$ cat config.mk
export PLATFORM = sky130hd
export DESIGN_NAME = gsl_compiler
export DESIGN_NICKNAME = d
export VERILOG_FILES = /design/src/rtl/gsl_pkg.sv /design/src/rtl/gsl_entry_store.sv /design/src/rtl/gsl_word_gen.sv /design/src/rtl/gsl_ack_wait.sv /design/src/rtl/gsl_compiler.sv
export SDC_FILE = /design/constraint.sdc
export NUM_CORES = 1
export LEC_CHECK = 0
export BUFFER_PORTS_ARGS = -buffer_cell sky130_fd_sc_hd__buf_4
export CAP_MARGIN = 40
export CORE_ASPECT_RATIO = 0.7
export CORE_MARGIN = 2
export CORE_UTILIZATION = 53
export CTS_BUF_LIST = sky130_fd_sc_hd__clkbuf_8 sky130_fd_sc_hd__clkbuf_16
export CTS_CLUSTER_DIAMETER = 40
export CTS_CLUSTER_SIZE = 8
export DETAILED_ROUTE_END_ITERATION = 12
export GPL_ROUTABILITY_DRIVEN = 1
export PLACE_DENSITY = 0.76
export SYNTH_ARGS = -nofsm -noshare
export SYNTH_HDL_FRONTEND = slang
export SYNTH_SLANG_ARGS = --single-unit
export TNS_END_PERCENT = 5
$ cat constraint.sdc
create_clock -name clk -period 5.45 [get_ports clk]
set_clock_uncertainty 0.2 [all_clocks]
set_input_delay 0.8175 -clock clk [delete_from_list [all_inputs] [get_ports clk]]
set_output_delay 0.8175 -clock clk [all_outputs]
set_load 0.005 [all_outputs]
$ cat src/rtl/gsl_pkg.sv
package gsl_pkg;

    localparam int unsigned GSL_WIN_DEF  = 16;
    localparam int unsigned GSL_QUEUE_DEF = 8;
    localparam int unsigned GSL_TIME_W   = 32;
    localparam int unsigned GSL_TMO_W    = 16;

    typedef enum logic [2:0] {
        GSL_OK       = 3'd0,
        GSL_BAD_CNT  = 3'd1,
        GSL_EXTEND   = 3'd2,
        GSL_ZERO_IVL = 3'd3,
        GSL_TIMEOUT  = 3'd4
    } gsl_err_e;

    typedef enum logic [1:0] {
        GS_IDLE,
        GS_COLLECT,
        GS_EMIT,
        GS_WAIT
    } gsl_state_e;

    typedef enum logic [1:0] {
        RG_MASK,
        RG_END,
        RG_CLOSE
    } gsl_region_e;

    // Outcome of the header check done on the start cycle
    typedef struct packed {
        logic     reject;
        gsl_err_e reason;
    } gsl_verdict_t;

    function automatic gsl_verdict_t gsl_check_header(
        input int unsigned count,
        input int unsigned max_win,
        input logic        ext_nonzero
    );
        gsl_verdict_t v;
        v.reject = 1'b0;
        v.reason = GSL_OK;
        if (count == 0 || count > max_win) begin
            v.reject = 1'b1;
            v.reason = GSL_BAD_CNT;
        end else if (ext_nonzero) begin
            v.reject = 1'b1;
            v.reason = GSL_EXTEND;
        end
        return v;
    endfunction

endpackage

$ cat src/rtl/gsl_entry_store.sv
module gsl_entry_store #(
    parameter int unsigned N_WIN = 16,
    parameter int unsigned N_Q   = 8,
    parameter int unsigned TW    = 32,
    localparam int unsigned IW   = $clog2(N_WIN),
    localparam int unsigned CW   = $clog2(N_WIN + 1)
) (
    input  logic          clk,
    input  logic          rst,
    input  logic          clear,
    input  logic          take,
    input  logic [N_Q-1:0] in_mask,
    input  logic [TW-1:0] in_ivl,
    input  logic [IW-1:0] rd_win,
    output logic [N_Q-1:0] rd_mask,
    output logic [TW-1:0] rd_sum,
    output logic [CW-1:0] taken,
    output logic          saw_zero
);

    logic [TW-1:0]  run_q;
    logic [TW-1:0]  run_next;
    logic [N_Q-1:0] mask_mem [N_WIN];
    logic [TW-1:0]  sum_mem  [N_WIN];

    assign run_next = run_q + in_ivl;

    always_ff @(posedge clk) begin
        if (rst || clear) begin
            taken    <= '0;
            run_q    <= '0;
            saw_zero <= 1'b0;
        end else if (take) begin
            taken <= taken + 1'b1;
            run_q <= run_next;
            if (in_ivl == '0) begin
                saw_zero <= 1'b1;
            end
        end
    end

    // One storage slot per window; each loads when the take index matches
    for (genvar gw = 0; gw < N_WIN; gw++) begin : g_slot
        always_ff @(posedge clk) begin
            if (take && taken == CW'(gw)) begin
                mask_mem[gw] <= in_mask;
                sum_mem[gw]  <= run_next;
            end
        end
    end

    assign rd_mask = mask_mem[rd_win];
    assign rd_sum  = sum_mem[rd_win];

endmodule

$ cat src/rtl/gsl_word_gen.sv
module gsl_word_gen
    import gsl_pkg::*;
#(
    parameter int unsigned N_WIN = 16,
    parameter int unsigned N_Q   = 8,
    parameter int unsigned TW    = 32,
    localparam int unsigned IW   = $clog2(N_WIN),
    localparam int unsigned CW   = $clog2(N_WIN + 1),
    localparam int unsigned QW   = $clog2(N_Q),
    localparam int unsigned N_WORDS = 2 * N_WIN + N_WIN * N_Q,
    localparam int unsigned AW   = $clog2(N_WORDS)
) (
    input  logic [AW-1:0]  idx,
    input  logic [CW-1:0]  count,
    input  logic [TW-1:0]  cycle,
    input  logic [N_Q-1:0] rd_mask,
    input  logic [TW-1:0]  rd_sum,
    output logic [IW-1:0]  rd_win,
    output logic [TW-1:0]  wdata
);

    localparam logic [AW-1:0] END_BASE   = AW'(N_WIN);
    localparam logic [AW-1:0] CLOSE_BASE = AW'(2 * N_WIN);
    localparam logic [AW-1:0] NQ_A       = AW'(N_Q);

    gsl_region_e     region;
    logic [AW-1:0]   win_full;
    logic [AW-1:0]   off;
    logic [QW-1:0]   queue;
    logic            win_valid;
    logic            win_last;
    logic [TW-1:0]   end_val;
    logic [TW-1:0]   close_vec [N_Q];

    always_comb begin
        off = idx - CLOSE_BASE;
        if (idx < END_BASE) begin
            region   = RG_MASK;
            win_full = idx;
        end else if (idx < CLOSE_BASE) begin
            region   = RG_END;
            win_full = idx - END_BASE;
        end else begin
            region   = RG_CLOSE;
            win_full = off / NQ_A;
        end
        queue = QW'(off % NQ_A);
    end

    assign rd_win    = win_full[IW-1:0];
    assign win_valid = win_full < AW'(count);
    assign win_last  = win_full == (AW'(count) - 1'b1);
    assign end_val   = !win_valid ? '0 : (win_last ? cycle : rd_sum);

    // Per-queue close time candidates for the addressed window
    for (genvar gq = 0; gq < N_Q; gq++) begin : g_close
        assign close_vec[gq] = (win_valid && rd_mask[gq]) ? end_val : '0;
    end

    always_comb begin
        unique case (region)
            RG_MASK:  wdata = win_valid ? {{(TW - N_Q){1'b0}}, rd_mask} : '0;
            RG_END:   wdata = end_val;
            default:  wdata = close_vec[queue];
        endcase
    end

endmodule

$ cat src/rtl/gsl_ack_wait.sv
module gsl_ack_wait #(
    parameter int unsigned TOW = 16
) (
    input  logic           clk,
    input  logic           rst,
    input  logic           active,
    input  logic [TOW-1:0] limit,
    output logic           expired
);

    logic [TOW-1:0] waited;

    assign expired = active && (waited == limit);

    always_ff @(posedge clk) begin
        if (rst || !active) begin
            waited <= '0;
        end else if (!expired) begin
            waited <= waited + 1'b1;
        end
    end

endmodule

$ cat src/rtl/gsl_compiler.sv
module gsl_compiler
    import gsl_pkg::*;
#(
    parameter int unsigned N_WIN = GSL_WIN_DEF,
    parameter int unsigned N_Q   = GSL_QUEUE_DEF,
    parameter int unsigned TW    = GSL_TIME_W,
    parameter int unsigned TOW   = GSL_TMO_W
) (
    input  logic                          clk,
    input  logic                          rst,
    input  logic                          start,
    input  logic [$clog2(N_WIN+1)-1:0]    cfg_count,
    input  logic [TW-1:0]                 cfg_cycle,
    input  logic [TW-1:0]                 cfg_extension,
    input  logic [TOW-1:0]                cfg_timeout,
    input  logic                          ent_valid,
    input  logic [N_Q-1:0]                ent_mask,
    input  logic [TW-1:0]                 ent_interval,
    output logic                          ent_ready,
    output logic                          mem_we,
    output logic [$clog2(2*N_WIN+N_WIN*N_Q)-1:0] mem_addr,
    output logic [TW-1:0]                 mem_wdata,
    output logic                          list_swap_req,
    input  logic                          swap_ack,
    output logic                          busy,
    output logic                          done,
    output logic                          err,
    output logic [2:0]                    err_code
);

    localparam int unsigned IW      = $clog2(N_WIN);
    localparam int unsigned CW      = $clog2(N_WIN + 1);
    localparam int unsigned N_WORDS = 2 * N_WIN + N_WIN * N_Q;
    localparam int unsigned AW      = $clog2(N_WORDS);
    localparam logic [AW-1:0] LAST_WORD = AW'(N_WORDS - 1);

    gsl_state_e     state;
    gsl_err_e       code_q;
    gsl_verdict_t   verdict;
    logic [CW-1:0]  count_q;
    logic [TW-1:0]  cycle_q;
    logic [TOW-1:0] tmo_q;
    logic [AW-1:0]  widx;
    logic           done_q;
    logic           err_q;

    logic           accept;
    logic           take;
    logic           last_take;
    logic [CW-1:0]  taken;
    logic           saw_zero;
    logic [IW-1:0]  rd_win;
    logic [N_Q-1:0] rd_mask;
    logic [TW-1:0]  rd_sum;
    logic           expired;

    assign accept    = (state == GS_IDLE) && start;
    assign ent_ready = (state == GS_COLLECT);
    assign take      = ent_valid && ent_ready;
    assign last_take = take && (taken == count_q - 1'b1);

    assign verdict = gsl_check_header(int'(cfg_count), N_WIN, |cfg_extension);

    gsl_entry_store #(
        .N_WIN (N_WIN),
        .N_Q   (N_Q),
        .TW    (TW)
    ) u_store (
        .clk      (clk),
        .rst      (rst),
        .clear    (accept),
        .take     (take),
        .in_mask  (ent_mask),
        .in_ivl   (ent_interval),
        .rd_win   (rd_win),
        .rd_mask  (rd_mask),
        .rd_sum   (rd_sum),
        .taken    (taken),
        .saw_zero (saw_zero)
    );

    gsl_word_gen #(
        .N_WIN (N_WIN),
        .N_Q   (N_Q),
        .TW    (TW)
    ) u_words (
        .idx     (widx),
        .count   (count_q),
        .cycle   (cycle_q),
        .rd_mask (rd_mask),
        .rd_sum  (rd_sum),
        .rd_win  (rd_win),
        .wdata   (mem_wdata)
    );

    gsl_ack_wait #(
        .TOW (TOW)
    ) u_wait (
        .clk     (clk),
        .rst     (rst),
        .active  (state == GS_WAIT),
        .limit   (tmo_q),
        .expired (expired)
    );

    always_ff @(posedge clk) begin
        if (rst) begin
            state   <= GS_IDLE;
            code_q  <= GSL_OK;
            count_q <= '0;
            cycle_q <= '0;
            tmo_q   <= '0;
            widx    <= '0;
            done_q  <= 1'b0;
            err_q   <= 1'b0;
        end else begin
            unique case (state)
                GS_IDLE: begin
                    if (start) begin
                        done_q  <= 1'b0;
                        count_q <= cfg_count;
                        cycle_q <= cfg_cycle;
                        tmo_q   <= cfg_timeout;
                        err_q   <= verdict.reject;
                        code_q  <= verdict.reason;
                        if (!verdict.reject) begin
                            state <= GS_COLLECT;
                        end
                    end
                end
                GS_COLLECT: begin
                    if (last_take) begin
                        if (saw_zero || ent_interval == '0) begin
                            err_q  <= 1'b1;
                            code_q <= GSL_ZERO_IVL;
                            state  <= GS_IDLE;
                        end else begin
                            widx  <= '0;
                            state <= GS_EMIT;
                        end
                    end
                end
                GS_EMIT: begin
                    widx <= widx + 1'b1;
                    if (widx == LAST_WORD) begin
                        state <= GS_WAIT;
                    end
                end
                default: begin
                    if (swap_ack) begin
                        done_q <= 1'b1;
                        state  <= GS_IDLE;
                    end else if (expired) begin
                        err_q  <= 1'b1;
                        code_q <= GSL_TIMEOUT;
                        state  <= GS_IDLE;
                    end
                end
            endcase
        end
    end

    assign mem_we        = (state == GS_EMIT);
    assign mem_addr      = widx;
    assign list_swap_req = (state == GS_WAIT);
    assign busy          = (state != GS_IDLE);
    assign done          = done_q;
    assign err           = err_q;
    assign err_code      = code_q;

endmodule

==> results.sh <==
export IMPL_status="complete, no violations"
export IMPL_grt_pass1_wl_mm=141
export IMPL_syn_avg_cell_area_sq_um=11.6
export IMPL_critical_path_class="register to output port"
export IMPL_cp_required_ns=4.43
export IMPL_cp_end_kind="output port"
export IMPL_drtPass1Iterations=5
export IMPL_placed_area_sq_mm=0.0355
export IMPL_tightest_slew_ns=0.950
export IMPL_min_path_type="primary input to register"
export IMPL_grt_use_total_pct=29.1
export IMPL_cp_cell_sequence="inv_4 > ha_4 > nand2b_4 > and3_4 > nor2_4 > inv_12 > buf_4 > clkbuf_8 > a211oi_2 > a311oi_1 > a311oi_1 > a21o_2 > nor3b_2 > o41ai_4 > buf_4 > buf_12 > o32ai_4 > buf_4"
export IMPL_wl_mm=95.4
export IMPL_rsz0062_at_grt="yes"
export IMPL_drtIter0Drc=3743
export IMPL_overflow=0
export IMPL_netlist_instances=2847
export IMPL_cts_path_max_buffers=3
export IMPL_die_w_microns=302
export IMPL_fill_cells=4371
export IMPL_ys_types=72
export IMPL_power_mw=13.0
export IMPL_coreArea_sq_mm=0.0615
export IMPL_path_buf_inv=7
export IMPL_clock_sinks=762
export IMPL_place_congestion=0.937
export IMPL_cp_arrival_ns=4.40
export IMPL_power_density_mw_per_mm2=329
export IMPL_wl_per_cell_microns=24.1
export IMPL_crit_top_cell="buf_4"
export IMPL_stdcell_area_sq_mm=0.0394
export IMPL_ys_top_cells_by_area="edfxtp_1 58%, nand2_1 8.6%, dfxtp_1 7.4%, nand3_1 4.4%, ha_1 2.0%"
export IMPL_ys_seq_area_share_pct=65.7
export IMPL_area_delta_synth_final_pct=19.6
export IMPL_antenna_found_initial=1
export IMPL_cts_tree="yes"
export IMPL_setup_viol=0
export IMPL_cts_root_buf="clkbuf_16"
export IMPL_synthFlopType="edfxtp_1"
export IMPL_layout_drive_gt1_share_pct=16.4
export IMPL_die_h_microns=213
export IMPL_grt_max_degree=110
export IMPL_final_max_slew_viol_count=0
export IMPL_cp_start_kind="register"
export IMPL_io_pins=179
export IMPL_initial_core_util_pct=53.6
export IMPL_post_route_period_util_pct=99.4
export IMPL_cp_slowest_stage_delay_ns=0.35
export IMPL_critPathSlowestCell="dfxtp_2"
export IMPL_numPortBuffers=178
export IMPL_post_route_min_period_ns=5.42
export IMPL_async_flop_share_pct=0
export IMPL_clk_latency_ns=0.67
export IMPL_placed_cells=3760
export IMPL_synth_edf_count=640
export IMPL_grt_pass1_vias=23500
export IMPL_dp_hpwl_mm=53.6
export IMPL_synth_top_area_share_pct=58.3
export IMPL_final_common_cell="nand2_1"
export IMPL_p_leak_nw=14.6
export IMPL_via_per_inst=6.22
export IMPL_dieArea_sq_mm=0.0642
export IMPL_timing_slew_headroom_pct=35.7
export IMPL_final_cell_mix="752 x nand2_1, 640 x edfxtp_1, 290 x nand3_1"
export IMPL_synthesis_area_sq_mm=0.0330
export IMPL_placement_rows=76
export IMPL_mappedNetlistNets=3032
export IMPL_cp_max_fo=50
export IMPL_vias=24600
export IMPL_h_tree_depth=3
export IMPL_yosysTopAreaCell="edfxtp_1"
export IMPL_hold_buffers=0
export IMPL_cts_made_buffers=110
export IMPL_drc=0
export IMPL_ys_warn_count=0
export IMPL_fmax_mhz=185
export IMPL_vdd_drop_max_uv=268
export IMPL_nets=3262
export IMPL_hold_viol_final=0
export IMPL_crit_family="compound AO/OA/AOI/OAI gates"
export IMPL_drv_cap=0
export IMPL_cts_clk_slew_worst_paths_ns=0.05
export IMPL_ys_seq_elements=762
export IMPL_drtAntennaViolNets=0
export IMPL_final_cells=3960
[per-layer routing]
| metal | wire length [microns] | up-vias | GRT usage, % |
|---|---|---|---|
| met5 | 0 | - | 0 |
| met4 | 2710 | 0 | 9.47 |
| met3 | 12900 | 213 | 7.47 |
| met2 | 42600 | 1683 | 44.1 |
| met1 | 37200 | 11900 | 41.2 |
| li1 | - | 10900 | - |
[cell families (layout without fill, tap and decap cells)]
family	Yosys count	in the layout	synth area share, %
other	0	1	0
DFF	762	762	65.7
AOI/OAI and AO/OA	363	363	7.40
and+or+nand+nor	1318	1318	17.7
adders and majority gates	55	55	2.11
xor gates and xnor gates	77	77	2.09
buffers and inverters	209	502	2.79
muxes	63	63	2.24
[cells in the mapped netlist, types with 20 or more instances]
master and count:
edfxtp_1 640, ha_1 54, dfxtp_1 122, and3_1 63
a31oi_1 39, xor2_1 21, nor3_1 43, mux2i_1 49
nand3_1 292, buf_1 28, a21oi_1 126, nand2_1 755
o21ai_0 34, nor4_1 22, inv_1 35, a311oi_1 66
buf_2 25, xnor2_1 55, clkbuf_1 102, and2_1 20
nor2_1 65
[area by class of cell]
| cell class | instances | area, sq um | area share [%] |
|---|---|---|---|
| Antenna cell | 1 | 2.50 | 0.00635 |
| Clock buffer | 115 | 2860 | 7.24 |
| Clock inverter | 60 | 384 | 0.974 |
| Inverter | 37 | 174 | 0.441 |
| Multi-Input combinational cell | 1876 | 10700 | 27.2 |
| Sequential cell | 762 | 21700 | 55.0 |
| Tap cell | 819 | 1020 | 2.60 |
| Timing Repair Buffer | 288 | 2560 | 6.50 |
| Timing Repair inverter | 2 | 17.5 | 0.0444 |
[sequential cells by signal, indices dropped and copies added (netlist names), 5 cells and up]
name,flops
u_store.sum_mem,512
u_store.mask_mem,128
cycle_q,32
u_store.run_q,32
tmo_q,16
u_wait.waited,16
mem_addr,8
count_q,5
u_store.taken,5
[per-stage QoR]
step                setup WS (ns)  TNS (ns)  hold WS [ns]  utilization (%)
floorplan                 0.00675         0         0.236                -
global placement            0.332         0         0.245             57.3
detailed placement         0.0905         0         0.247             57.7
CTS                      0.000649         0         0.180             63.6
global route               -0.118    -0.804         0.201             64.1
finish                     0.0342         0         0.204             64.1
[timing repair]
item / 4_1_cts / 5_1_grt
pin swaps: 3 / 12
cloned: 4 / 2
endpoints found under the hold margin: 0 / 0
endpoints found under the setup margin: 32 / 32
buffers inserted: 13 / 5
gates resized for setup: 29 / 49
[worst min-delay path, stage by stage]
cell     delay (ns)
buf_4          0.11
nand2_1        0.05
a21oi_1        0.05
[worst paths after layout]
path,startpoint,end,slack (ns),cells past startpoint
worst max-delay path,mem_addr[5]$_SDFFE_PP0P_,mem_wdata[1],0.03,18
worst min-delay path,cfg_cycle[28],cycle_q[28]$_SDFFE_PP0P_,0.20,3
worst max register to register,state[1]$_SDFFE_PP0P_,u_store.mask_mem[12][7]$_DFFE_PP_,1.39,8
worst min register to register,cycle_q[14]$_SDFFE_PP0P_,cycle_q[14]$_SDFFE_PP0P_,0.25,2
[power breakdown]
group          total, mW  internal (mW)  leakage (nW)  switching [mW]
logic              0.361          0.148          6.15           0.213
registers           6.36           6.34          6.75          0.0186
clock network       6.26           3.84          1.75            2.42
total               13.0           10.3          14.6            2.65
No activity file was read; power rests on OpenSTA's default activity.
